`src/rtl/lsm_pkg.sv`:
```
package lsm_pkg;
    localparam int WORD_W   = 32;
    localparam int ADDR_W   = 32;
    localparam int REG_N    = 32;
    localparam int IDX_W    = $clog2(REG_N);
    localparam int CNT_W    = $clog2(REG_N + 1);
    localparam int SPEC_N   = 4;
    localparam int SPEC_LO  = REG_N - SPEC_N;
    localparam int STEP_B   = 4;

    typedef struct packed {
        logic             is_store;
        logic             skip_first;
        logic             down;
        logic             upd_base;
        logic [IDX_W-1:0] base_r;
        logic [IDX_W-1:0] span_lo;
        logic [IDX_W-1:0] span_hi;
        logic [SPEC_N-1:0] spec_sel;
    } lsm_op_t;

    typedef enum logic [1:0] {ST_IDLE, ST_XFER, ST_BASE} lsm_state_e;

    function automatic lsm_op_t lsm_unpack(logic [WORD_W-1:0] w);
        lsm_op_t o;
        o.span_lo    = w[24:20];
        o.base_r     = w[19:15];
        o.span_hi    = w[14:10];
        o.spec_sel   = w[9:6];
        o.is_store   = w[5];
        o.skip_first = w[4];
        o.down       = w[3];
        o.upd_base   = w[2];
        return o;
    endfunction
endpackage

```
`src/rtl/lsm_decode.sv`:
```
module lsm_decode
    import lsm_pkg::*;
(
    input  lsm_op_t            op,
    input  logic [ADDR_W-1:0]  base,
    output logic [REG_N-1:0]   reg_mask,
    output logic [CNT_W-1:0]   count,
    output logic [ADDR_W-1:0]  start_addr,
    output logic [ADDR_W-1:0]  next_base,
    output logic               bad_enc
);
    logic [ADDR_W-1:0] span_bytes;

    for (genvar i = 0; i < REG_N; i++) begin : g_mask
        if (i < SPEC_LO) begin : g_span
            assign reg_mask[i] = (IDX_W'(i) >= op.span_lo) && (IDX_W'(i) <= op.span_hi);
        end else begin : g_spec
            assign reg_mask[i] = op.spec_sel[REG_N-1-i];
        end
    end

    always_comb begin
        count = '0;
        for (int i = 0; i < REG_N; i++) count = count + CNT_W'(reg_mask[i]);
    end

    assign span_bytes = ADDR_W'(count) * ADDR_W'(STEP_B);

    always_comb begin
        if (op.down) begin
            next_base  = base - span_bytes;
            start_addr = base - span_bytes + (op.skip_first ? '0 : ADDR_W'(STEP_B));
        end else begin
            next_base  = base + span_bytes;
            start_addr = base + (op.skip_first ? ADDR_W'(STEP_B) : '0);
        end
    end

    assign bad_enc = op.upd_base & reg_mask[op.base_r];
endmodule

```
`src/rtl/lsm_pick.sv`:
```
module lsm_pick
    import lsm_pkg::*;
(
    input  logic [REG_N-1:0] pending,
    output logic [IDX_W-1:0] idx,
    output logic             any
);
    always_comb begin
        idx = '0;
        any = 1'b0;
        for (int i = REG_N - 1; i >= 0; i--) begin
            if (pending[i]) begin
                idx = IDX_W'(i);
                any = 1'b1;
            end
        end
    end
endmodule

```
`src/rtl/lsm_seq.sv`:
```
module lsm_seq
    import lsm_pkg::*;
(
    input  logic                  clk,
    input  logic                  rst,
    input  logic                  instr_valid,
    input  logic [WORD_W-1:0]     instr_word,
    output logic                  instr_ready,
    output logic [IDX_W-1:0]      rf_raddr,
    input  logic [WORD_W-1:0]     rf_rdata,
    output logic                  rf_we,
    output logic [IDX_W-1:0]      rf_waddr,
    output logic [WORD_W-1:0]     rf_wdata,
    output logic                  mem_req_valid,
    input  logic                  mem_req_ready,
    output logic                  mem_we,
    output logic [ADDR_W-1:0]     mem_addr,
    output logic [WORD_W-1:0]     mem_wdata,
    input  logic [WORD_W-1:0]     mem_rdata,
    output logic                  busy,
    output logic                  done,
    output logic                  illegal
);
    lsm_state_e        state_q;
    lsm_op_t           op_in, op_q;
    logic [REG_N-1:0]  mask_in, mask_q, mask_left;
    logic [CNT_W-1:0]  cnt_in;
    logic [ADDR_W-1:0] start_in, nbase_in, addr_q, nbase_q;
    logic              bad_in, bad_q, done_q, ill_q;
    logic [IDX_W-1:0]  cur_idx;
    logic              cur_any, accept, hs;

    assign op_in = lsm_unpack(instr_word);

    lsm_decode u_dec (
        .op        (op_in),
        .base      (ADDR_W'(rf_rdata)),
        .reg_mask  (mask_in),
        .count     (cnt_in),
        .start_addr(start_in),
        .next_base (nbase_in),
        .bad_enc   (bad_in)
    );

    lsm_pick u_pick (
        .pending(mask_q),
        .idx    (cur_idx),
        .any    (cur_any)
    );

    assign instr_ready   = (state_q == ST_IDLE);
    assign accept        = instr_valid && instr_ready;
    assign busy          = !instr_ready;
    assign mem_req_valid = (state_q == ST_XFER) && cur_any;
    assign hs            = mem_req_valid && mem_req_ready;
    assign mem_we        = op_q.is_store;
    assign mem_addr      = addr_q;
    assign mem_wdata     = rf_rdata;
    assign rf_raddr      = instr_ready ? op_in.base_r : cur_idx;
    assign done          = done_q;
    assign illegal       = ill_q;

    always_comb begin
        mask_left = mask_q;
        mask_left[cur_idx] = 1'b0;
    end

    always_comb begin
        rf_we    = 1'b0;
        rf_waddr = cur_idx;
        rf_wdata = mem_rdata;
        if (state_q == ST_BASE) begin
            rf_we    = op_q.upd_base && !bad_q;
            rf_waddr = op_q.base_r;
            rf_wdata = WORD_W'(nbase_q);
        end else if (hs && !op_q.is_store) begin
            rf_we = 1'b1;
        end
    end

    always_ff @(posedge clk) begin
        if (rst) begin
            state_q <= ST_IDLE;
            op_q    <= '0;
            mask_q  <= '0;
            addr_q  <= '0;
            nbase_q <= '0;
            bad_q   <= 1'b0;
            done_q  <= 1'b0;
            ill_q   <= 1'b0;
        end else begin
            done_q <= 1'b0;
            ill_q  <= 1'b0;
            case (state_q)
                ST_IDLE: if (accept) begin
                    op_q    <= op_in;
                    mask_q  <= mask_in;
                    addr_q  <= start_in;
                    nbase_q <= nbase_in;
                    bad_q   <= bad_in;
                    state_q <= (cnt_in != '0) ? ST_XFER : ST_BASE;
                end
                ST_XFER: if (hs) begin
                    mask_q <= mask_left;
                    addr_q <= addr_q + ADDR_W'(STEP_B);
                    if (mask_left == '0) state_q <= ST_BASE;
                end
                ST_BASE: begin
                    state_q <= ST_IDLE;
                    done_q  <= 1'b1;
                    ill_q   <= bad_q;
                end
                default: state_q <= ST_IDLE;
            endcase
        end
    end
endmodule

```
`config.mk`:
```
export PLATFORM = sky130hd
export DESIGN_NAME = lsm_seq
export DESIGN_NICKNAME = d
export VERILOG_FILES = /design/src/rtl/lsm_pkg.sv /design/src/rtl/lsm_decode.sv /design/src/rtl/lsm_pick.sv /design/src/rtl/lsm_seq.sv
export SDC_FILE = /design/constraint.sdc
export NUM_CORES = 1
export LEC_CHECK = 0
export ABC_CLOCK_PERIOD_IN_PS = 13650
export BUFFER_PORTS_ARGS = -buffer_cell sky130_fd_sc_hd__buf_2
export CAP_MARGIN = 20
export CORE_MARGIN = 3
export CORE_UTILIZATION = 30
export DETAILED_ROUTE_END_ITERATION = 7
export PLACE_DENSITY_LB_ADDON = 0.12
export SYNTH_ARGS = -nofsm -noshare
export SYNTH_HDL_FRONTEND = slang
export SYNTH_SLANG_ARGS = --single-unit
```
`constraint.sdc`:
```
create_clock -name clk -period 13.65 [get_ports clk]
set_clock_uncertainty 0.15 [all_clocks]
set_input_delay 2.73 -clock clk [delete_from_list [all_inputs] [get_ports clk]]
set_output_delay 2.73 -clock clk [all_outputs]
set_load 0.005 [all_outputs]
```
# After elaboration in Yosys (flattened, before gate mapping)
# Index checks and enable logic that the tools add are counted.
[totals]
reg_bits = 108
latch_bits = 0
ramBits = 0
rom_bits = 0
input_bits = 100
out_inout_bits = 113
wordCells = 248
mem_count = 0
[classes]
addsub = 36
multipliers = 0
div = 0
magnitude_cmp = 59
n_eq_ne = 5
shift = 0
mux = 89
n_bitwise = 4
n_reduce_logical = 45
[op_table]
columns = ["cell", "n"]
rows = [
  ["32-bit 2-to-1 mux", 7],
  ["6-bit by 1-bit adder with 6-bit output", 30],
  ["5-bit 2-to-1 mux", 34],
  ["32-bit one-hot mux with 2 select lines", 2],
  ["32-bit adder", 2],
  ["5-bit greater-or-equal comparator, first input constant", 12],
  ["5-bit less-or-equal comparator, first input constant", 12],
  ["4-bit by 5-bit greater-or-equal comparator with 1-bit output, first input constant", 8],
  ["4-bit by 5-bit less-or-equal comparator with 1-bit output, first input constant", 8],
  ["1-bit 2-to-1 mux", 37],
  ["1-bit logical AND", 34],
  ["32-bit by 3-bit adder with 32-bit output, second input constant", 1],
  ["32-bit by 8-bit adder with 32-bit output", 1],
  ["32-bit AND", 1],
  ["32-bit zero test", 1],
  ["32-bit NOT", 1],
  ["32-bit by 8-bit subtractor with 32-bit output", 1],
  ["3-bit by 5-bit greater-or-equal comparator with 1-bit output, first input constant", 4],
  ["3-bit by 5-bit less-or-equal comparator with 1-bit output, first input constant", 4],
  ["5-bit by 6-bit less-than comparator with 1-bit output, second input constant", 2],
  ["1-bit by 5-bit greater-or-equal comparator with 1-bit output, first input constant", 2],
  ["2-bit by 5-bit greater-or-equal comparator with 1-bit output, first input constant", 2],
  ["1-bit by 5-bit less-or-equal comparator with 1-bit output, first input constant", 2],
  ["2-bit by 5-bit less-or-equal comparator with 1-bit output, first input constant", 2],
  ["20 further kinds", 28],
]

# Depth between registers and ports, before layout
[depth]
word_depth = 42
ltp_mapped = 36

# Modules after synthesis
# A second synthesis with hierarchy kept.
[hier_totals]
hier_cells = 1553
area_unflattened_um2 = 11126.9
[modules_own_cells]
columns = ["module", "instances", "cells_per_inst", "area_each_um2", "seq_area_each_um2"]
rows = [
  ["lsm_seq", 1, 766, 5854.4, 2162.1],
  ["lsm_decode", 1, 722, 4902.2, 0.0],
  ["lsm_pick", 1, 65, 370.4, 0.0],
]

# Worst setup path before layout
# Ideal clock, no wire load.
[synth_timing]
path_kind = "input port to flip-flop"
start = "input port instr_word[24]"
end = "register addr_q[21], in the netlist mem_addr[21]"
setup_time_ps = 137
arrival_ps = 11215
required_time_ps = 13363
setup_slack_ps = 2148
stages = 29
path_buffers = 2
path_cell_list = "clkbuf_1 -> or3_1 -> a211oi_1 -> ha_1 -> inv_1 -> fa_1 -> fa_1 -> fa_1 -> fa_1 -> fa_1 -> fa_1 -> fa_1 -> fa_1 -> inv_1 -> a21o_1 -> a21oi_1 -> xnor2_1 -> ha_1 -> buf_6 -> or4b_4 -> a2111oi_4 -> nor3_1 -> a222oi_1 -> and4bb_4 -> nand4_4 -> or4_1 -> a21oi_1 -> mux2i_1 -> o221ai_1"
[synth_between]
elab_chain_cells = 38
elab_cells_between_ends = 92
classes_between = "33 x add/sub; 28 x order compare; 3 x mux; 28 x reduce/logical"
[synth_lines]
columns = ["element", "line", "rtl"]
rows = [
  ["start: declaration", "lsm_seq.sv:7", "input logic [WORD_W-1:0] instr_word,"],
  ["1-bit by 5-bit greater-or-equal comparator with 1-bit output", "lsm_decode.sv:16", "assign reg_mask[i] = (IDX_W'(i) >= op.span_lo) && (IDX_W'(i) <= op.span_hi);"],
  ["1-bit logical AND", "lsm_decode.sv:16", ""],
  ["1-bit by 1-bit adder with 2-bit output", "lsm_decode.sv:24", "for (int i = 0; i < REG_N; i++) count = count + CNT_W'(reg_mask[i]);"],
  ["6-bit by 1-bit adder with 6-bit output (25 in a row)", "lsm_decode.sv:24", ""],
  ["6-bit by 1-bit adder with 6-bit output * (5 in a row)", "lsm_decode.sv:24", ""],
  ["32-bit by 8-bit subtractor with 32-bit output *", "lsm_decode.sv:32", "start_addr = base - span_bytes + (op.skip_first ? '0 : ADDR_W'(STEP_B));"],
  ["32-bit adder *", "lsm_decode.sv:32", ""],
  ["32-bit 2-to-1 mux *", "lsm_decode.sv:30", "if (op.down) begin"],
  ["32-bit 2-to-1 mux *", "lsm_seq.sv:95", "ST_IDLE: if (accept) begin"],
  ["32-bit one-hot mux with 2 select lines *", "lsm_seq.sv:94", "case (state_q)"],
  ["end signal: assignment", "lsm_seq.sv:98", "addr_q <= start_in;"],
  ["end signal: assignment", "lsm_seq.sv:105", "addr_q <= addr_q + ADDR_W'(STEP_B);"],
  ["end: declaration", "lsm_seq.sv:28", "logic [ADDR_W-1:0] start_in, nbase_in, addr_q, nbase_q;"],
]
# Mark *: on every way between the ends. The rest lies on a longest branch, timed or not. The select of a mux whose other input is x is not followed.
# A chain may end at the register's enable or synchronous reset.

# Final worst setup path
# Ends and elaborated chain as after synthesis.

==> results <==
- The flow ran to the end, and the final reports show no timing, DRC or antenna violations.
- The worst path meets setup with 1.27 ns of slack.
- The design internal power is 1.44 mW.
- The worst slew margin relative to its limit is 20.3%.
- The number of buffers between clock root and the deepest sink is 2.
- Before CTS, the worst setup slack after placement is 0.960 ns.
- The sum of net half-perimeters after detailed placement is 35700 microns.
- The detailed-route wire length per cell is 21.0 microns.
- The chip height is 201 microns.
- The source of the critical timing path is instr_word[24].
- The relative area change from synthesis to final layout is 11.8%.
- In the synthesized netlist the dominant register cell turns out to be dfxtp_1.
- The maximum number of pins on one net before global-route repair is 76.
- The largest area contributor in the synthesized netlist is dfxtp_1.
- The dominant cell type by count on the critical path is fa_1.
- The global-route usage over all layers is 22.2%.
- The die covers 40600 sq um.
- The startpoint identified for the worst register-to-register timing path is mask_q[12]$_SDFFE_PP0P_.
- Setup repair after global routing left no endpoint under its margin.
- The number of buffers inserted by post-CTS setup repair is 0.
- The peak-usage layer in the global routing report is met2.
- After the last flow step, the layout net total stands at 1844.
- The final max-slew violation count is 0.
- The DRC violation count after routing is 0.
- The share of post-route cells with drive strength above 1 is 18.3%.
- The worst-case reg-to-reg path depth is 11.
- The clock latency on the worst-skew pair is 0.37 ns.
- The layout has 4172 filler cells.
- The analysis attributes to cell leakage a power of 5.04 nW.
- The total of max-cap violations is 0.
- The highest cell delay on the worst timing path is 0.63 ns.
- The sum of overflow across all layers after global routing is 0.
- After synthesis, the largest area contributor takes up 18.9% of total cell area.
- The relative contribution of the clock network to total power is 8.1%.
- The met1 usage is 29.3%.
- The number of failing hold endpoints at the final stage is 0.
- The post-route non-filler standard cell count is 2201.
- The slowest stage cell on the critical path is a211oi_1.
- The final worst-path cycle share is 90.7%.
- The switching power summed over all nets is 1.77 mW.
- The type of element launching the critical path is an input port.
- For this run, global-route usage on met3 was measured as 2.59%.
- Sequential cells account for 15.8% of the total power.
- The tree is rooted in a clkbuf_16.
- When the netlist entered floorplanning its net count stood at 1760.
- The width of the die is 201 microns.
- The required time of the worst setup path is 13.73 ns.
- In this run the power density over the cells is 250 nW/um^2.
- The highest attainable clock frequency is 80.7 MHz.
- The count of nets left with antenna violations once routing finished came out at 0.
- The type of the worst setup path is in -> reg.
- The maximum level of the CTS H-tree is 3.
- The cell count after synthesis came out at 1609.
- The average vias per placed instance is 5.51.
- In this run the tool buffered the top-level ports with 203 buffer cells.
- Data arrives at the worst endpoint at 12.47 ns.
- TritonCTS built the clock tree.
- In this run, post-CTS repair resized a total of 0 instances.
- The via count of the first global-routing pass was 11.6k.
- Counting I/O delays and the setup requirement, the final critical path takes 12.38 ns.
- Overall power consumption after layout is estimated at 3.21 mW.
- Buffers inserted to repair hold after CTS numbered 0.
- The share of power burned in combinational logic is 76.2%.
- Once the floorplan was initialized, standard cells occupied 30.8% of the core.
- The count of routing violations after the opening detailed-route iteration is 989.
- The count of boundary I/O pins is 213.
- The critical path ends at mem_addr[21]$_SDFFE_PP0P_.
- Setup slack on the worst reg-to-reg path comes out at 9.31 ns.
- Across the VDD grid, the largest voltage drop is 0.000258 V.
- The initial antenna violation count is 0.
- The detailed-route wire length is 46200 microns.
- Along the worst path, the maximum fanout reaches 19.
- The fraction of power spent switching nets is 55.2%.
- Counting tap cells, the placed design contains a total of 2185 instances.
- Ranked by total cell area, the synthesized netlist is headed by dfxtp_1 (19%), nand2_1 (6.6%), a21oi_1 (6.3%), nor2_1 (5.0%), fa_1 (4.5%).
- The number of buffers added by the clock tree synthesis step is 9.
- The post-synthesis sequential element count is 108.
- The global-route wire length before repair is 71200 microns.
- The nature of the critical path endpoint is a flop.
- Clock tree synthesis found a total of 108 sinks.
- Yosys mapped a number of flops with a built-in enable equal to 0.
- The core area is 37100 sq um.
- Detailed routing inserted a total of 12.1k vias.
- The worst hold path class is reg -> reg.
- At the pin with the least slew margin, the transition time is 1.18 ns.
- The Yosys step of the flow raised 0 warnings.
- In the synthesized netlist the async set-or-reset flop fraction comes to 0%.
- At the end of routability-driven placement, the weighted congestion stood at 0.924.
- The number of setup violations in the final report is 0.
- Once layout is complete, the utilization of the core stands at 34.5%.
- In this run the cell area of the synthesized design comes to 11500 sq um.
- After routing, the total negative slack on setup checks comes to 0 ns.
- In the global route stage, met2 resource usage came out at 38.8%.
- The row count is 70.
- The number of detailed-route iterations in the first pass is 5.
- The antenna cell count is 0.
- After clock tree synthesis, the clock-pin slew on the worst setup and hold paths is 0.07 ns.
- In this run the critical register-to-register path is captured at mem_addr[27]$_SDFFE_PP0P_.
- The number of distinct standard cells referenced by the synthesized netlist is 90.
- The mean area per synthesized cell is 7.12 sq um.
- Sequential cells were found to cover 18.9% of the synthesized design area.
logic make-up (layout without fill, tap and decap cells):
kind of cell	count (synthesis)	in the layout	share of synthesized area, %
buf+inv	233	321	9.12
mux	60	60	6.34
xor+xnor	84	84	6.42
fa+ha+maj	51	51	7.28
flops	108	108	18.9
compound gates	435	435	24.6
simple gates	638	638	27.4
state kept, by name, summed over array words and instances, names as in the netlist:
signal,count
mask_q,32
mem_addr,32
nbase_q,32
op_q,6
state_q,2
bad_q,1
done,1
illegal,1
mem_we,1
cells in the mapped netlist (all sizes together) (13+ instances only):
| cell type | count |
|---|---|
| and2 | 13 |
| nand3 | 44 |
| o31ai | 16 |
| nor3 | 61 |
| nor2 | 152 |
| or2 | 13 |
| o21ai | 98 |
| buf | 63 |
| a21o | 18 |
| inv | 85 |
| or3 | 18 |
| a31oi | 14 |
| nor4 | 33 |
| dfxtp | 108 |
| a211oi | 29 |
| fa | 26 |
| nand2 | 200 |
| and3 | 15 |
| o211ai | 13 |
| mux2i | 14 |
| nand2b | 14 |
| xnor2 | 47 |
| ha | 25 |
| mux2 | 40 |
| nand4 | 19 |
| clkbuf | 83 |
| xor2 | 37 |
| a21oi | 144 |
per-layer routing:
metal	up-vias	share of wire (%)
li1	5914	-
met1	5777	44
met2	389	49
met3	51	4.2
met4	0	2.5
met5	-	0
layout by cell type (no fill, tap or decap), drive strengths merged, types with 9 or more instances in the layout:
master / n
or2: 13
a211oi: 29
o21ai: 98
nand2b: 14
nand4: 19
and3: 15
nand3: 44
ha: 25
mux2: 40
buf: 219
and2: 13
nand2: 200
xor2: 37
mux2i: 14
nor2: 152
a31oi: 14
dfxtp: 108
nor2b: 9
nor3: 61
xnor2: 47
or4: 12
inv: 85
a221oi: 12
fa: 26
o211ai: 13
or3: 18
o31ai: 16
a21o: 18
nor4: 33
clkbuf: 14
a22oi: 12
a21oi: 144
per-stage QoR:
step | instance area [sq um] | hold slack (ns)
after floorplan | 11500 | 0.279
after global placement | 12500 | 0.291
after detailed placement | 12500 | 0.294
after CTS | 12800 | 0.304
after global routing | 12800 | 0.328
final | 12800 | 0.304
power by group through the flow:
stage,clock network (mW),registers [mW],logic (mW)
floorplan,0,0.467,1.75
global placement,0,0.510,2.41
detailed placement,0,0.511,2.43
CTS,0.269,0.503,2.44
global route,0.279,0.520,2.70
finish,0.258,0.506,2.44
worst min path at each step:
stage                             start                       end  slack, ns  cells past startpoint
5_1_grt        nbase_q[29]$_SDFFE_PP0P_  nbase_q[29]$_SDFFE_PP0P_       0.33                      2
3_3_place_gp      op_q[17]$_SDFFE_PP0P_     op_q[17]$_SDFFE_PP0P_       0.29                      2
3_5_place_dp      op_q[14]$_SDFFE_PP0P_     op_q[14]$_SDFFE_PP0P_       0.29                      2
2_1_floorplan  nbase_q[10]$_SDFFE_PP0P_  nbase_q[10]$_SDFFE_PP0P_       0.28                      2
6_report       nbase_q[16]$_SDFFE_PP0P_  nbase_q[16]$_SDFFE_PP0P_       0.30                      2
4_1_cts           op_q[14]$_SDFFE_PP0P_     op_q[14]$_SDFFE_PP0P_       0.30                      2
worst max-delay path: cells and delay by family:
| kind | cells | cell delay (ns) |
|---|---|---|
| buffers and inverters | 4 | 0.50 |
| multiplexers | 1 | 0.23 |
| AO/OA/AOI/OAI | 7 | 1.93 |
| XOR/XNOR | 1 | 0.13 |
| adder cells (fa/ha/maj) | 10 | 4.71 |
| AND/OR/NAND/NOR | 6 | 2.23 |
area by class of cell:
type	count	area, sq um	share of cell area, %
Timing Repair Buffer	219	1150	8.99
Tap cell	504	631	4.92
Clock inverter	1	7.51	0.0586
Sequential cell	108	2160	16.9
Inverter	87	327	2.55
Multi-Input combinational cell	1268	8270	64.5
Clock buffer	14	264	2.06
Note: power is estimated with default switching activity, not from simulation.
